[config.mk]
export PLATFORM = sky130hd
export DESIGN_NAME = msiLineCtrl
export DESIGN_NICKNAME = d
export VERILOG_FILES = /design/src/rtl/msiPkg.sv /design/src/rtl/msiDatapath.sv /design/src/rtl/msiControl.sv /design/src/rtl/msiLineCtrl.sv
export SDC_FILE = /design/constraint.sdc
export NUM_CORES = 1
export LEC_CHECK = 0
export BUFFER_PORTS_ARGS = -buffer_cell sky130_fd_sc_hd__buf_2
export CORE_AREA = 2 2 39 41
export CTS_CLUSTER_DIAMETER = 50
export DETAILED_ROUTE_END_ITERATION = 16
export DIE_AREA = 0 0 41 43
export GPL_ROUTABILITY_DRIVEN = 0
export HOLD_SLACK_MARGIN = 0.12
export PLACE_DENSITY = 0.64
export REMOVE_ABC_BUFFERS = 1
export SLEW_MARGIN = 20
export SYNTH_ARGS = -nofsm -noshare
export SYNTH_HDL_FRONTEND = slang
export SYNTH_SLANG_ARGS = --single-unit
[constraint.sdc]
create_clock -name clk -period 2.08 [get_ports clk]
set_clock_uncertainty 0.2 [all_clocks]
set_input_delay 0.104 -clock clk [delete_from_list [all_inputs] [get_ports clk]]
set_output_delay 0.104 -clock clk [all_outputs]
set_load 0.1 [all_outputs]
[src/rtl/msiPkg.sv]
package msiPkg;
  localparam int ST_W  = 2;
  localparam int OP_W  = 2;
  localparam int SNP_W = 2;
  localparam int CMD_W = 3;

  typedef enum logic [ST_W-1:0]  {ST_I, ST_S, ST_M} lineSt_e;
  typedef enum logic [OP_W-1:0]  {OP_LOAD, OP_STORE, OP_EVICT} coreOp_e;
  typedef enum logic [SNP_W-1:0] {SNP_RD, SNP_RDX, SNP_INV} snoopCmd_e;
  typedef enum logic [CMD_W-1:0] {BUS_NONE, BUS_RD, BUS_RDX, BUS_INV, BUS_WB} busCmd_e;

  // strobes from control to datapath
  typedef struct packed {
    logic    loadState;
    lineSt_e nextState;
    logic    retire;
    logic    supply;
  } ctrlStb_t;
endpackage

[src/rtl/msiDatapath.sv]
module msiDatapath import msiPkg::*; (
  input  logic            clk,
  input  logic            rstN,
  input  logic            coreReq,
  input  logic [OP_W-1:0] coreOp,
  input  ctrlStb_t        stb,
  output lineSt_e         lineState,
  output logic            pendValid,
  output coreOp_e         pendOp,
  output logic            coreDone,
  output logic            supplyData
);
  always_ff @(posedge clk or negedge rstN) begin
    if (!rstN) begin
      lineState  <= ST_I;
      pendValid  <= 1'b0;
      pendOp     <= OP_LOAD;
      coreDone   <= 1'b0;
      supplyData <= 1'b0;
    end else begin
      if (stb.loadState) lineState <= stb.nextState;
      coreDone   <= stb.retire;
      supplyData <= stb.supply;
      if (stb.retire) begin
        pendValid <= 1'b0;
      end else if (coreReq && !pendValid) begin
        pendValid <= 1'b1;
        pendOp    <= coreOp_e'(coreOp);
      end
    end
  end

  // completion is a single-cycle pulse
  assert_done_pulse_R9: assert property (@(posedge clk) disable iff (!rstN)
    coreDone |=> !coreDone);
  // supply strobe is a single-cycle pulse
  assert_supply_pulse_R9: assert property (@(posedge clk) disable iff (!rstN)
    supplyData |=> !supplyData);
  // only an owner supplies data
  assert_supply_owner_R6: assert property (@(posedge clk) disable iff (!rstN)
    supplyData |-> ($past(lineState) == ST_M));
endmodule

[src/rtl/msiControl.sv]
module msiControl import msiPkg::*; (
  input  logic             clk,
  input  logic             rstN,
  input  lineSt_e          lineState,
  input  logic             pendValid,
  input  coreOp_e          pendOp,
  input  logic             snoopValid,
  input  logic [SNP_W-1:0] snoopCmd,
  input  logic             busGrant,
  output ctrlStb_t         stb,
  output logic             busReq,
  output busCmd_e          busCmd
);
  function automatic busCmd_e localCmd(lineSt_e s, coreOp_e o);
    busCmd_e c;
    c = BUS_NONE;
    case (s)
      ST_I: begin
        case (o)
          OP_STORE: c = BUS_RDX;
          OP_EVICT: c = BUS_NONE;
          default:  c = BUS_RD;
        endcase
      end
      ST_S: c = (o == OP_STORE) ? BUS_INV : BUS_NONE;
      ST_M: c = (o == OP_EVICT) ? BUS_WB : BUS_NONE;
      default: c = BUS_NONE;
    endcase
    return c;
  endfunction

  function automatic lineSt_e localNext(lineSt_e s, coreOp_e o);
    lineSt_e n;
    case (o)
      OP_EVICT: n = ST_I;
      OP_STORE: n = ST_M;
      default:  n = (s == ST_I) ? ST_S : s;
    endcase
    return n;
  endfunction

  function automatic lineSt_e snoopNext(lineSt_e s, snoopCmd_e c);
    lineSt_e n;
    if (s == ST_I)        n = ST_I;
    else if (c == SNP_RD) n = ST_S;
    else                  n = ST_I;
    return n;
  endfunction

  snoopCmd_e snp;
  busCmd_e   needCmd;

  always_comb begin
    snp           = snoopCmd_e'(snoopCmd);
    needCmd       = localCmd(lineState, pendOp);
    stb           = '0;
    stb.nextState = lineState;
    busReq        = 1'b0;
    busCmd        = BUS_NONE;
    if (snoopValid) begin
      stb.loadState = 1'b1;
      stb.nextState = snoopNext(lineState, snp);
      stb.supply    = (lineState == ST_M) && (snp != SNP_INV);
    end else if (pendValid) begin
      busReq = (needCmd != BUS_NONE);
      busCmd = needCmd;
      if ((needCmd == BUS_NONE) || busGrant) begin
        stb.loadState = 1'b1;
        stb.nextState = localNext(lineState, pendOp);
        stb.retire    = 1'b1;
      end
    end
  end

  // no bus request without a pending request or during a snoop
  assert_req_gated_R8: assert property (@(posedge clk) disable iff (!rstN)
    busReq |-> (pendValid && !snoopValid));
  // state holds while waiting for grant
  assert_wait_stable_R7: assert property (@(posedge clk) disable iff (!rstN)
    (busReq && !busGrant) |=> $stable(lineState));
  // a granted upgrade lands in Modified
  assert_upgrade_lands_m_R3: assert property (@(posedge clk) disable iff (!rstN)
    (busReq && busGrant && busCmd == BUS_INV) |=> (lineState == ST_M));
  // a granted write-back empties the line
  assert_wb_empties_R4: assert property (@(posedge clk) disable iff (!rstN)
    (busReq && busGrant && busCmd == BUS_WB) |=> (lineState == ST_I));
  // a sharer loses the line on an exclusive snoop
  assert_sharer_drops_R5: assert property (@(posedge clk) disable iff (!rstN)
    (snoopValid && lineState == ST_S && snoopCmd != 2'd0) |=> (lineState == ST_I));
endmodule

[src/rtl/msiLineCtrl.sv]
module msiLineCtrl import msiPkg::*; (
  input  logic             clk,
  input  logic             rstN,
  input  logic             coreReq,
  input  logic [OP_W-1:0]  coreOp,
  output logic             coreDone,
  input  logic             snoopValid,
  input  logic [SNP_W-1:0] snoopCmd,
  output logic             supplyData,
  output logic             busReq,
  input  logic             busGrant,
  output logic [CMD_W-1:0] busCmd,
  output logic [ST_W-1:0]  lineState
);
  ctrlStb_t stb;
  lineSt_e  stateQ;
  logic     pendValid;
  coreOp_e  pendOp;
  busCmd_e  cmdE;

  msiControl uCtrl (
    .clk(clk), .rstN(rstN), .lineState(stateQ), .pendValid(pendValid),
    .pendOp(pendOp), .snoopValid(snoopValid), .snoopCmd(snoopCmd),
    .busGrant(busGrant), .stb(stb), .busReq(busReq), .busCmd(cmdE)
  );

  msiDatapath uDp (
    .clk(clk), .rstN(rstN), .coreReq(coreReq), .coreOp(coreOp), .stb(stb),
    .lineState(stateQ), .pendValid(pendValid), .pendOp(pendOp),
    .coreDone(coreDone), .supplyData(supplyData)
  );

  assign busCmd    = cmdE;
  assign lineState = stateQ;
endmodule

# After elaboration in Yosys (flattened, before gate mapping)
# Index checks and enable logic that the tools add are counted.
dict set report classes {
  eq_ne 5
  addsub 0
  bitwise 1
  n_div 0
  n_shift 0
  reduce_logical 14
  mux 19
  n_lt_le_gt_ge 0
  mul 0
}
# cell n
set ops {}
lappend ops {{3-bit two-way mux} 4}
lappend ops {{3-bit case mux with 3 select lines} 1}
lappend ops {{1-bit two-way mux} 8}
lappend ops {{4-bit two-way mux} 2}
lappend ops {{2-bit case mux with 2 select lines} 2}
lappend ops {{2-bit nonzero test} 3}
lappend ops {{2-bit by 1-bit equality test with 1-bit output, second input constant} 2}
lappend ops {{2-bit equality test, second input constant} 2}
lappend ops {{2-bit zero test} 2}
lappend ops {{2-bit two-way mux} 2}
lappend ops {{4-bit AND reduction} 1}
lappend ops {{4-bit nonzero test} 1}
lappend ops {{3-bit zero test} 1}
lappend ops {{3-bit nonzero test} 1}
lappend ops {{1-bit logical AND} 2}
lappend ops {{2-bit inequality test, second input constant} 1}
lappend ops {{2-bit AND reduction} 1}
lappend ops {{1-bit zero test} 1}
lappend ops {{1-bit logical OR} 1}
lappend ops {{1-bit inverter} 1}
dict set report word_totals {
  output_inout_bits 8
  rom_bits 0
  regBits 7
  ram_bits 0
  latchBits 0
  word_cells 44
  memories 0
  in_bits 9
}

# Longest topological paths before layout
# Gate-level depths: netlist of run 1.
dict set report logic_depth {
  ltp_word 10
  depth_mapped 6
  depth_no_buf 6
}

# Hierarchy
# A second synthesis of run 1 with hierarchy kept.
dict set report unflattened {
  cells_unflattened 55
  area_unflattened_um2 524.3
}
# module area_each_um2 cells_per_inst instances seq_area_each_um2
set by_module_without_submodules {}
lappend by_module_without_submodules {msiControl 284.0 41 1 0.0}
lappend by_module_without_submodules {msiDatapath 240.2 14 1 175.2}

# Worst setup path before layout of run 1
# OpenSTA, ideal clock, no wires.
dict set report synth_path {
  path_kind {register to output}
  from {register uDp.lineState[0]}
  to {output port busCmd[2]}
  setup_slack_ns -1.652
  n_path_buf 1
  path_stages_with_launch 4
  required_ns 1.776
  arrival_ns 3.428
  path_cell_list {dfrtp_1 -> buf_6 -> nand3b_4 -> nor3b_1}
}
dict set report synth_between {
  elab_chain_len 4
  elab_cells_between_ends 6
  classes_between {2 x eq/ne; 3 x mux; 1 x reduce/logical}
}
# item line
set synth_rtl {}
lappend synth_rtl {{start, declared} msiDatapath.sv:7} ;# output lineSt_e lineState,
lappend synth_rtl {{start signal, assigned} msiDatapath.sv:21} ;# if (stb.loadState) lineState <= stb.nextState;
lappend synth_rtl {{2-bit equality test, or another cell as far along} msiControl.sv:17} ;# case (s)
lappend synth_rtl {{3-bit case mux with 3 select lines (*)} msiControl.sv:17}
lappend synth_rtl {{3-bit two-way mux (*)} msiControl.sv:64} ;# end else if (pendValid) begin
lappend synth_rtl {{3-bit two-way mux (*)} msiControl.sv:60} ;# if (snoopValid) begin
lappend synth_rtl {{end, declared} msiLineCtrl.sv:12} ;# output logic [CMD_W-1:0] busCmd,
# Every way passes the cells marked *; elsewhere a longest branch is shown, timed or not.

# Worst setup path in the final report of run 1
dict set report layout_path {
  from {register uDp.pendOp[0]}
  to {output port busReq}
}
dict set report layout_between {
  elab_chain_len 6
  elab_cells_between_ends 9
  classes_between {2 x eq/ne; 6 x mux; 1 x reduce/logical}
}
# item line
set layout_rtl {}
lappend layout_rtl {{start, declared} msiDatapath.sv:9} ;# output coreOp_e pendOp,
lappend layout_rtl {{start signal, assigned} msiDatapath.sv:28} ;# pendOp <= coreOp_e'(coreOp);
lappend layout_rtl {{2-bit equality test or 2-bit by 1-bit equality test with 1-bit output (tied branches)} {msiControl.sv:19, msiControl.sv:26, msiControl.sv:25}}
lappend layout_rtl {{2-bit case mux with 2 select lines, or another cell as far along} msiControl.sv:19} ;# case (o)
lappend layout_rtl {{3-bit case mux with 3 select lines (*)} msiControl.sv:17}
lappend layout_rtl {{3-bit nonzero test (*)} msiControl.sv:65} ;# busReq = (needCmd != BUS_NONE);
lappend layout_rtl {{1-bit two-way mux (*)} msiControl.sv:64}
lappend layout_rtl {{1-bit two-way mux (*)} msiControl.sv:60}
lappend layout_rtl {{end, declared} msiLineCtrl.sv:10} ;# output logic busReq,
# Marked as above.

==> results of run 1 <==
==> per-layer routing <==
layer / wire length (um) / vias to the layer above / track usage
li1: - / 232 / -
met1: 433 / 233 / 0.179
met2: 567 / 17 / 0.234
met3: 72 / 0 / 0.0628
met4: 0 / 0 / 0.0400
met5: 0 / - / 0
==> kinds of logic (layout without fill, tap and decap cells) <==
logic type	after synthesis	after routing	synth area share
compound gates	13	13	0.197
buf+inv	5	36	0.0582
fa+ha+maj	3	3	0.0831
flops	7	7	0.388
simple gates	22	22	0.274
==> cell type report <==
| cell class | count | share of cell area |
|---|---|---|
| inverters | 4 | 0.0204 |
| flip-flops and latches | 7 | 0.238 |
| clock buffers | 4 | 0.0357 |
| multi-input cells | 38 | 0.379 |
| well taps | 16 | 0.0272 |
| repair buffers | 28 | 0.299 |
==> Yosys cell counts (2+ instances only) <==
cell type  count  share of area
nand2b_1       2          0.028
nand2_1        7          0.058
inv_1          4          0.033
ha_1           3          0.083
nor2_1         5          0.042
dfrtp_1        7           0.39
a21oi_1        3          0.033
nor2b_1        3          0.042
o21ai_0        3          0.033
==> state kept, by name, summed over array words and instances (netlist names) <==
signal          cells
uDp.lineState       2
uDp.pendOp          2
uDp.coreDone        1
uDp.pendValid       1
uDp.supplyData      1
==> path summary, 6_finish.rpt <==
kind | from | to | slack [ps]
setup / recovery | uDp.pendOp[0] | busReq | 110
hold / removal | uDp.pendValid | uDp.pendValid | 380
setup reg to reg | uDp.pendOp[0] | uDp.lineState[0] | 300
hold reg to reg | uDp.pendValid | uDp.pendValid | 380
max in group asynchronous | rstN | uDp.supplyData | 840
min in group asynchronous | rstN | uDp.pendOp[1] | 600
==> tightest hold or removal path, stage by stage (launching register included) <==
cell and delay, ps:
dfrtp_1 400, nor2_1 70, nor2_1 70
==> metrics by stage <==
step                TNS, ps  instance area (sq um)
floorplan             -3950                    440
global placement          0                    556
detailed placement        0                    556
CTS                       0                    717
global route              0                    736
finish                    0                    736
==> timing repair <==
item | CTS | global route
hold buffers | 12 | 0
pin swaps | 0 | 2
endpoints found under the setup margin | 1 | 3
gates resized for setup | 3 | 7
buffers inserted | 0 | 0
endpoints found under the hold margin | 14 | 0
==> metrics.csv, run 1 <==
stage;metric;value;unit
floorplanning;die-area;0.00176;sq mm
setup_path;criticalPathCategory;reg2out;
routing;dr.pass1.iters;4;
clock_tree;cts_sinks;7;
floorplanning;chipWidth;41;um
global_routing;overflow;0;
routing;routed_via_density;4.97;
final_layout;seq_area;175;sq um
setup_path;crit_required;1780;ps
placement;hpwl;782;um
sta;tightest_slew;485;ps
routing;drt_iter0_markers;9;
setup_path;cp_cell_sequence;inv_2 -> ha_4 -> nor2_4 -> o21ai_2 -> a21bo_2 -> and2_4 -> buf_12;
min_path;worstHoldPathCells;2;
routing;post_drt_wl_per_cell;11.1;um
floorplanning;rows;14;
placement;dp.cells;81;
final_layout;layout_common_cells;13 x buf_2, 12 x dlygate4sd3_1, 7 x nand2_1, 7 x dfrtp_1, 5 x clkbuf_4;
synth;synthArstFlopShare;1.00;
final_layout;diodes;0;
sta;rsz0062_at_grt;false;
final_layout;area_growth;62.9;%
global_routing;grt_use_total;0.149;
routing;vias;482;
sta;timing.fmax;508;MHz
final_layout;drive_gt1_frac;0.358;
setup_path;cp_num_buf_inv;2;
sta;relSlewSlack;0.679;
floorplanning;core;0.00138;sq mm
clock_tree;tritoncts;built;
final_layout;instances_no_fill;97;
clock_tree;worstSkewPairLatency;250;ps
final_layout;multiInputGateArea;279;sq um
clock_tree;clkTransAtPathRegs;50;ps
final_layout;fin_nets;94;
synth;synth_cell_type_count;22;
routing;wl;1070;um
global_routing;antenna_found_initial;0;
sta;min_period_over_period;0.946;
floorplanning;dieHeight;43;um
global_routing;grt_pass1_wl;1790;um
setup_path;max_stage_delay;410;ps
synth;syn_avg_cell_area;9.03;sq um
synth;synth-seq-area-share;0.388;
routing;drc;0;
synth;synth_edf_count;0;
synth;ys_ff_latch;7;
sta;timing.final.max_slew_violations;0;
synth;yosysWarnings;0;
synth;syn_inst;50;
setup_path;reg2regPathDepth;6;
sta;period_minus_slack;1970;ps
job;max_cap_viol_count;0;
setup_path;cp_max_fo;4;
placement;port_buffers;16;
setup_path;cp-start-kind;flip-flop;
global_routing;grt_max_degree;12;
clock_tree;ctsHtreeMaxLevel;1;
clock_tree;cts_root_buf;clkbuf_4;
setup_path;crit_cells;7;
placement;place_ws;162;ps
sta;hold_viol_final;0;
routing;antenna_left;0;
setup_path;crit_path_end_kind;output pin;
floorplanning;start_util;0.326;
sta;finalWorstSetupSlack;112;ps
clock_tree;cts_made_buffers;3;
global_routing;grt_pass1_vias;437;
final_layout;final_core_util;0.532;
final_layout;filler_cell_count;140;
run_status;status;finished, final reports clean;
clock_tree;clockBufferDepth;2;
final_layout;layout_commonest_cell;buf_2;
sta;setup_violations;0;
setup_path;cp.arrival;1660;ps
setup_path;critical-path-slowest-cell;dfrtp_1;
synth;ys.flop_type;dfrtp_1;
setup_path;cp_top_family;flip-flops;
min_path;hp-class;reg2reg;
sta;hold_ws;376;ps
floorplanning;io_pins;17;
synth;syn_area;452;sq um
Power of run 1 is left out: the tool's default activity adds up to more than one toggle a clock period on the data nets, which glitch-free logic cannot reach.
==> run 2, diff against run 1 <==
==> constraint.sdc (replaced) <==
create_clock -name clk -period 2.08 [get_ports clk]
set_clock_uncertainty 0.2 [all_clocks]
set_input_delay 0.416 -clock clk [delete_from_list [all_inputs] [get_ports clk]]
set_output_delay 0.416 -clock clk [all_outputs]
set_load 0.1 [all_outputs]
==> metrics.csv, run 2 (synthesis results as in run 1) <==
stage;metric;value;unit;change
clock_tree;worstSkewPairLatency;260;ps;about the same
floorplanning;die-area;0.00176;sq mm;unchanged
min_path;hp-class;in2reg;;
global_routing;grt_pass1_wl;2140;um;+20%
placement;port_buffers;16;;unchanged
sta;rsz0062_at_grt;true;;
global_routing;grt_pass1_vias;495;;+13%
sta;tightest_slew;485;ps;-0.478 ps
clock_tree;cts_sinks;7;;unchanged
floorplanning;start_util;0.326;;unchanged
setup_path;critical-path-slowest-cell;dfrtp_2;;
final_layout;instances_no_fill;105;;+8.2%
routing;post_drt_wl_per_cell;13.5;um;+22%
floorplanning;dieHeight;43;um;unchanged
final_layout;diodes;0;;unchanged
floorplanning;core;0.00138;sq mm;unchanged
final_layout;final_core_util;0.666;;+0.135
sta;timing.final.max_slew_violations;0;;unchanged
global_routing;grt_max_degree;8;;-4
placement;dp.cells;86;;+6.2%
routing;wl;1410;um;+32%
clock_tree;ctsHtreeMaxLevel;1;;unchanged
global_routing;antenna_found_initial;0;;unchanged
setup_path;cp.arrival;1720;ps;+60 ps
final_layout;multiInputGateArea;350;sq um;+26%
setup_path;criticalPathCategory;reg2out;;
sta;finalWorstSetupSlack;-256;ps;-367 ps
final_layout;fin_nets;102;;+8.5%
floorplanning;rows;14;;unchanged
routing;dr.pass1.iters;4;;unchanged
clock_tree;cts_root_buf;clkbuf_4;;
sta;relSlewSlack;0.679;;about the same
floorplanning;io_pins;17;;unchanged
final_layout;layout_common_cells;12 x buf_2, 11 x buf_6, 8 x buf_4;;
clock_tree;clockBufferDepth;2;;unchanged
final_layout;drive_gt1_frac;0.640;;+0.282
sta;hold_ws;159;ps;-217 ps
routing;drc;0;;unchanged
global_routing;grt_use_total;0.182;;+0.0334
final_layout;area_growth;104;%;
clock_tree;clkTransAtPathRegs;60;ps;about the same
sta;timing.fmax;428;MHz;-16%
setup_path;cp_cell_sequence;inv_2 -> ha_4 -> nor2_4 -> o21ai_2 -> a21bo_2 -> and2_4 -> buf_12;;
clock_tree;tritoncts;built;;
run_status;violations;setup timing;;
sta;setup_violations;4;;+4
sta;hold_viol_final;0;;unchanged
final_layout;layout_commonest_cell;buf_2;;
sta;period_minus_slack;2340;ps;+367 ps
routing;drt_iter0_markers;10;;+1
setup_path;crit_path_end_kind;output pin;;
setup_path;cp-start-kind;flip-flop;;
routing;antenna_left;0;;unchanged
setup_path;cp_num_buf_inv;2;;unchanged
run_status;status;finished, violations left;;
setup_path;max_stage_delay;440;ps;+30 ps
placement;hpwl;809;um;+3.5%
setup_path;crit_required;1460;ps;-320 ps
floorplanning;chipWidth;41;um;unchanged
routing;routed_via_density;4.89;;-1.7%
setup_path;cp_max_fo;3;;-1
routing;vias;513;;+6.4%
final_layout;seq_area;176;sq um;+0.71%
setup_path;cp_top_family;flip-flops;;
global_routing;overflow;0;;unchanged
sta;min_period_over_period;1.12;;+0.177
clock_tree;cts_made_buffers;3;;unchanged
sta;fin_setup_tns;-617;ps;-617 ps
job;max_cap_viol_count;0;;unchanged
final_layout;filler_cell_count;98;;-30%
final_layout;top_regs;uDp.lineState x2, uDp.pendOp x2;;
==> run 2: cell type report <==
| class | instances | area share |
|---|---|---|
| Sequential cell | 7 | 0.191 |
| Clock buffer | 4 | 0.0285 |
| Inverter | 4 | 0.0163 |
| Multi-Input combinational cell | 38 | 0.380 |
| Tap cell | 16 | 0.0217 |
| Timing Repair Buffer | 36 | 0.362 |
==> run 2: per-layer routing <==
| metal | track usage | vias up | share of wire |
|---|---|---|---|
| li1 | - | 250 | - |
| met1 | 0.228 | 242 | 0.44 |
| met2 | 0.263 | 18 | 0.50 |
| met3 | 0.0733 | 3 | 0.052 |
| met4 | 0.0867 | 0 | 0.012 |
| met5 | 0 | - | 0 |
==> run 2: worst register-to-register path: stages (launching register included) <==
cell and delay, ps:
dfrtp_2 410, inv_2 70, ha_4 280, nor2_4 50, buf_4 120, buf_6 100, buf_6 100, buf_6 100
buf_6 100, buf_6 100, buf_6 100, buf_6 100, buf_6 100, nor2_2 80, a222oi_1 70
==> run 2: path summary, 6_finish.rpt <==
check / startpoint / to / cells past startpoint / slack, ps
max in group asynchronous: rstN / uDp.pendOp[0] / 2 / 1190
worst min register to register: uDp.pendValid / uDp.pendValid / 2 / 390
worst max-delay path: uDp.pendOp[0] / busReq / 7 / -260
worst min-delay path: coreOp[1] / uDp.pendOp[1] / 3 / 160
min in group asynchronous: rstN / uDp.pendValid / 2 / 310
worst max register to register: uDp.pendOp[0] / uDp.lineState[0] / 14 / -160
==> run 2: stage by stage <==
stage	setup slack, ps	cell area, sq um
6_report	-256	922
5_1_grt	-310	922
4_1_cts	-198	843
3_5_place_dp	-76.1	638
3_3_place_gp	-28.1	638
2_1_floorplan	-1920	440
==> run 2: what timing repair did <==
action / 4_1_cts / 5_1_grt
setup buffers: 11 / 4
endpoints found under the setup margin: 4 / 5
pin swaps: 7 / 5
hold endpoints to repair: 7 / 0
resized for setup: 23 / 10
hold buffers: 1 / 0
Power of run 2 is left out for the same reason.
==> run 3, diff against run 2 <==
--- a/config.mk
+++ b/config.mk
@@ -12,9 +12,10 @@
 export DIE_AREA = 0 0 41 43
 export GPL_ROUTABILITY_DRIVEN = 0
 export HOLD_SLACK_MARGIN = 0.12
-export PLACE_DENSITY = 0.64
+export PLACE_DENSITY = 0.7
 export REMOVE_ABC_BUFFERS = 1
 export SLEW_MARGIN = 20
 export SYNTH_ARGS = -nofsm -noshare
 export SYNTH_HDL_FRONTEND = slang
+export SYNTH_HIERARCHICAL = 1
 export SYNTH_SLANG_ARGS = --single-unit
==> metrics.csv, run 3 <==
stage;metric;value;unit;change
run_status;status;finished, violations left;;
run_status;violations;setup timing;;
sta;rsz0062_at_grt;true;;
synth;yosysWarnings;6;;+6
clock_tree;clkTransAtPathRegs;40;ps;-20 ps
final_layout;fin_nets;94;;-7.8%
synth;syn_avg_cell_area;9.53;sq um;+5.5%
final_layout;layout_commonest_cell;buf_2;;
routing;vias;475;;-7.4%
floorplanning;die-area;0.00176;sq mm;unchanged
setup_path;cp_top_family;flip-flops;;
setup_path;cp-startpoint;uDp/pendOp[1];;
sta;setup_violations;1;;-3
routing;drt_iter0_markers;4;;-6
clock_tree;worstSkewPairLatency;240;ps;-20 ps
clock_tree;post_cts.repair.setup_buffers;0;;-11
final_layout;filler_cell_count;121;;+23%
final_layout;final_core_util;0.586;;-0.0805
min_path;hp-class;in2reg;;
routing;drc;0;;unchanged
setup_path;r2r-start;uDp/pendOp[1];;
global_routing;grt_max_degree;11;;+3
routing;antenna_left;0;;unchanged
floorplanning;dieHeight;43;um;unchanged
synth;synthMostInstantiatedCell;nor2_1;;
sta;timing.final.max_slew_violations;0;;unchanged
job;max_cap_viol_count;0;;unchanged
sta;tightest_slew;485;ps;+0.0876 ps
global_routing;grt_pass1_vias;451;;-8.9%
routing;wl;1100;um;-23%
sta;period_minus_slack;2170;ps;-168 ps
synth;synth_top_area_cell;dfrtp_1;;
setup_path;crit_required;1460;ps;about the same
routing;routed_via_density;4.90;;+0.23%
placement;port_buffers;16;;unchanged
clock_tree;cts_made_buffers;3;;unchanged
setup_path;max_stage_delay;420;ps;-20 ps
synth;yosys-top-cells-count;8 x nor2_1, 7 x dfrtp_1, 5 x inv_1, 4 x mux2_2, 4 x nand2_1;;
global_routing;overflow;0;;unchanged
setup_path;cp_max_fo;3;;unchanged
setup_path;cp_cell_sequence;ha_4 -> o21bai_4 -> a21oi_2 -> nor2_1 -> nor2_2 -> buf_12;;
synth;synthArstFlopShare;1.00;;unchanged
synth;syn_area;524;sq um;+16%
final_layout;layout_common_cells;12 x buf_2, 7 x nor2_1, 6 x buf_4;;
final_layout;area_growth;54.7;%;
min_path;worstHoldPathCells;2;;-1
floorplanning;chipWidth;41;um;unchanged
global_routing;grt_use_total;0.149;;-0.0331
setup_path;cp.arrival;1550;ps;-170 ps
final_layout;top_regs;uDp/lineState x2, uDp/pendOp x2;;
setup_path;r2r_slack;40;ps;+200 ps
final_layout;drive_gt1_frac;0.556;;-0.0849
setup_path;critical-path-slowest-cell;dfrtp_1;;
synth;synth-seq-area-share;0.334;;-0.0537
sta;min_period_over_period;1.04;;-0.0806
clock_tree;ctsHtreeMaxLevel;1;;unchanged
synth;synth_edf_count;0;;unchanged
setup_path;endpoint;busReq;;
floorplanning;start_util;0.379;;+0.0524
setup_path;cp_num_buf_inv;1;;-1
global_routing;grt_pass1_wl;1750;um;-18%
global_routing;antenna_found_initial;0;;unchanged
setup_path;crit_path_end_kind;output pin;;
sta;relSlewSlack;0.679;;about the same
clock_tree;cts_sinks;7;;unchanged
clock_tree;clockBufferDepth;2;;unchanged
floorplanning;io_pins;17;;unchanged
setup_path;rr_endpoint;uDp/pendOp[0];;
sta;finalWorstSetupSlack;-88.0;ps;+168 ps
synth;synth.top_cells.by_area;dfrtp_1 33%, mux2_2 8.6%, ha_1 7.2%, nor2_1 5.7%, a221oi_4 5.0%;;
synth;syn_inst;55;;+10%
routing;post_drt_wl_per_cell;11.3;um;-16%
sta;timing.fmax;461;MHz;+7.7%
synth;synth_top_area_share;0.334;;-0.0537
final_layout;diodes;0;;unchanged
synth;ys.flop_type;dfrtp_1;;
routing;dr.pass1.iters;4;;unchanged
clock_tree;tritoncts;built;;
floorplanning;rows;14;;unchanged
setup_path;reg2regPathDepth;6;;-8
synth;ys_ff_latch;7;;unchanged
placement;hpwl;885;um;+9.4%
synth;synth_cell_type_count;23;;+4.5%
setup_path;crit_cells;6;;-1
sta;hold_viol_final;0;;unchanged
floorplanning;core;0.00138;sq mm;unchanged
setup_path;criticalPathCategory;reg2out;;
clock_tree;cts_root_buf;clkbuf_4;;
setup_path;cp-start-kind;flip-flop;;
## run 3: changes by cell type after synthesis, sizes merged, moves of 2 or more
cell / before / now
o21bai: 0 / 2
nand2: 7 / 4
nor2: 5 / 8
nand2b: 2 / 4
o21ai: 5 / 2
mux2: 0 / 4
## run 3: final cells by class
class | instances | area [sq um] | area share
timing repair buffer | 23 | 195 | 0.241
clock buffer | 4 | 26.3 | 0.0324
tap | 16 | 20.0 | 0.0247
multi-input combinational | 42 | 373 | 0.460
inverter | 5 | 18.8 | 0.0231
sequential | 7 | 178 | 0.219
## run 3: worst min-delay path by stage
stage	start	to	slack (ps)
after global placement	rstN	uDp/coreDone	50
after global routing	coreOp[1]	uDp/pendOp[1]	200
final	coreOp[1]	uDp/pendOp[1]	210
after floorplan	rstN	uDp/coreDone	-80
after detailed placement	rstN	uDp/pendOp[0]	50
after CTS	coreOp[1]	uDp/pendOp[1]	200
## run 3: logic make-up after synthesis
group	count (synthesis)	share of synthesized area
muxes	4	0.0859
DFF	7	0.334
buffers and inverters	6	0.0573
and+or+nand+nor	23	0.239
AOI/OAI and AO/OA	12	0.212
adders and majority gates	3	0.0716
## run 3: metal layers
layer	wire, um	up-vias	GRT usage
met3	36	2	0.0157
met4	6	0	0.100
li1	-	240	-
met2	625	8	0.263
met1	427	225	0.151
met5	0	-	0
## run 3: repair_timing
action	in CTS	in global routing
setup endpoints to repair	4	6
hold buffers	1	0
endpoints found under the hold margin	7	0
pin swaps	4	6
resized for setup	10	3
## run 3: per-stage QoR
| stage | TNS, ps | hold slack, ps | setup WS, ps | area, sq um | instances |
|---|---|---|---|---|---|
| floorplan | -7100 | -79.6 | -1820 | 513 | 54 |
| global placement | 0 | 53.0 | 59.8 | 718 | 92 |
| detailed placement | -4.48 | 49.1 | -4.48 | 718 | 92 |
| CTS | -120 | 203 | -95.2 | 795 | 97 |
| global route | -274 | 203 | -135 | 811 | 97 |
| finish | -88.0 | 212 | -88.0 | 811 | 97 |
Power of run 3 is left out for the same reason.
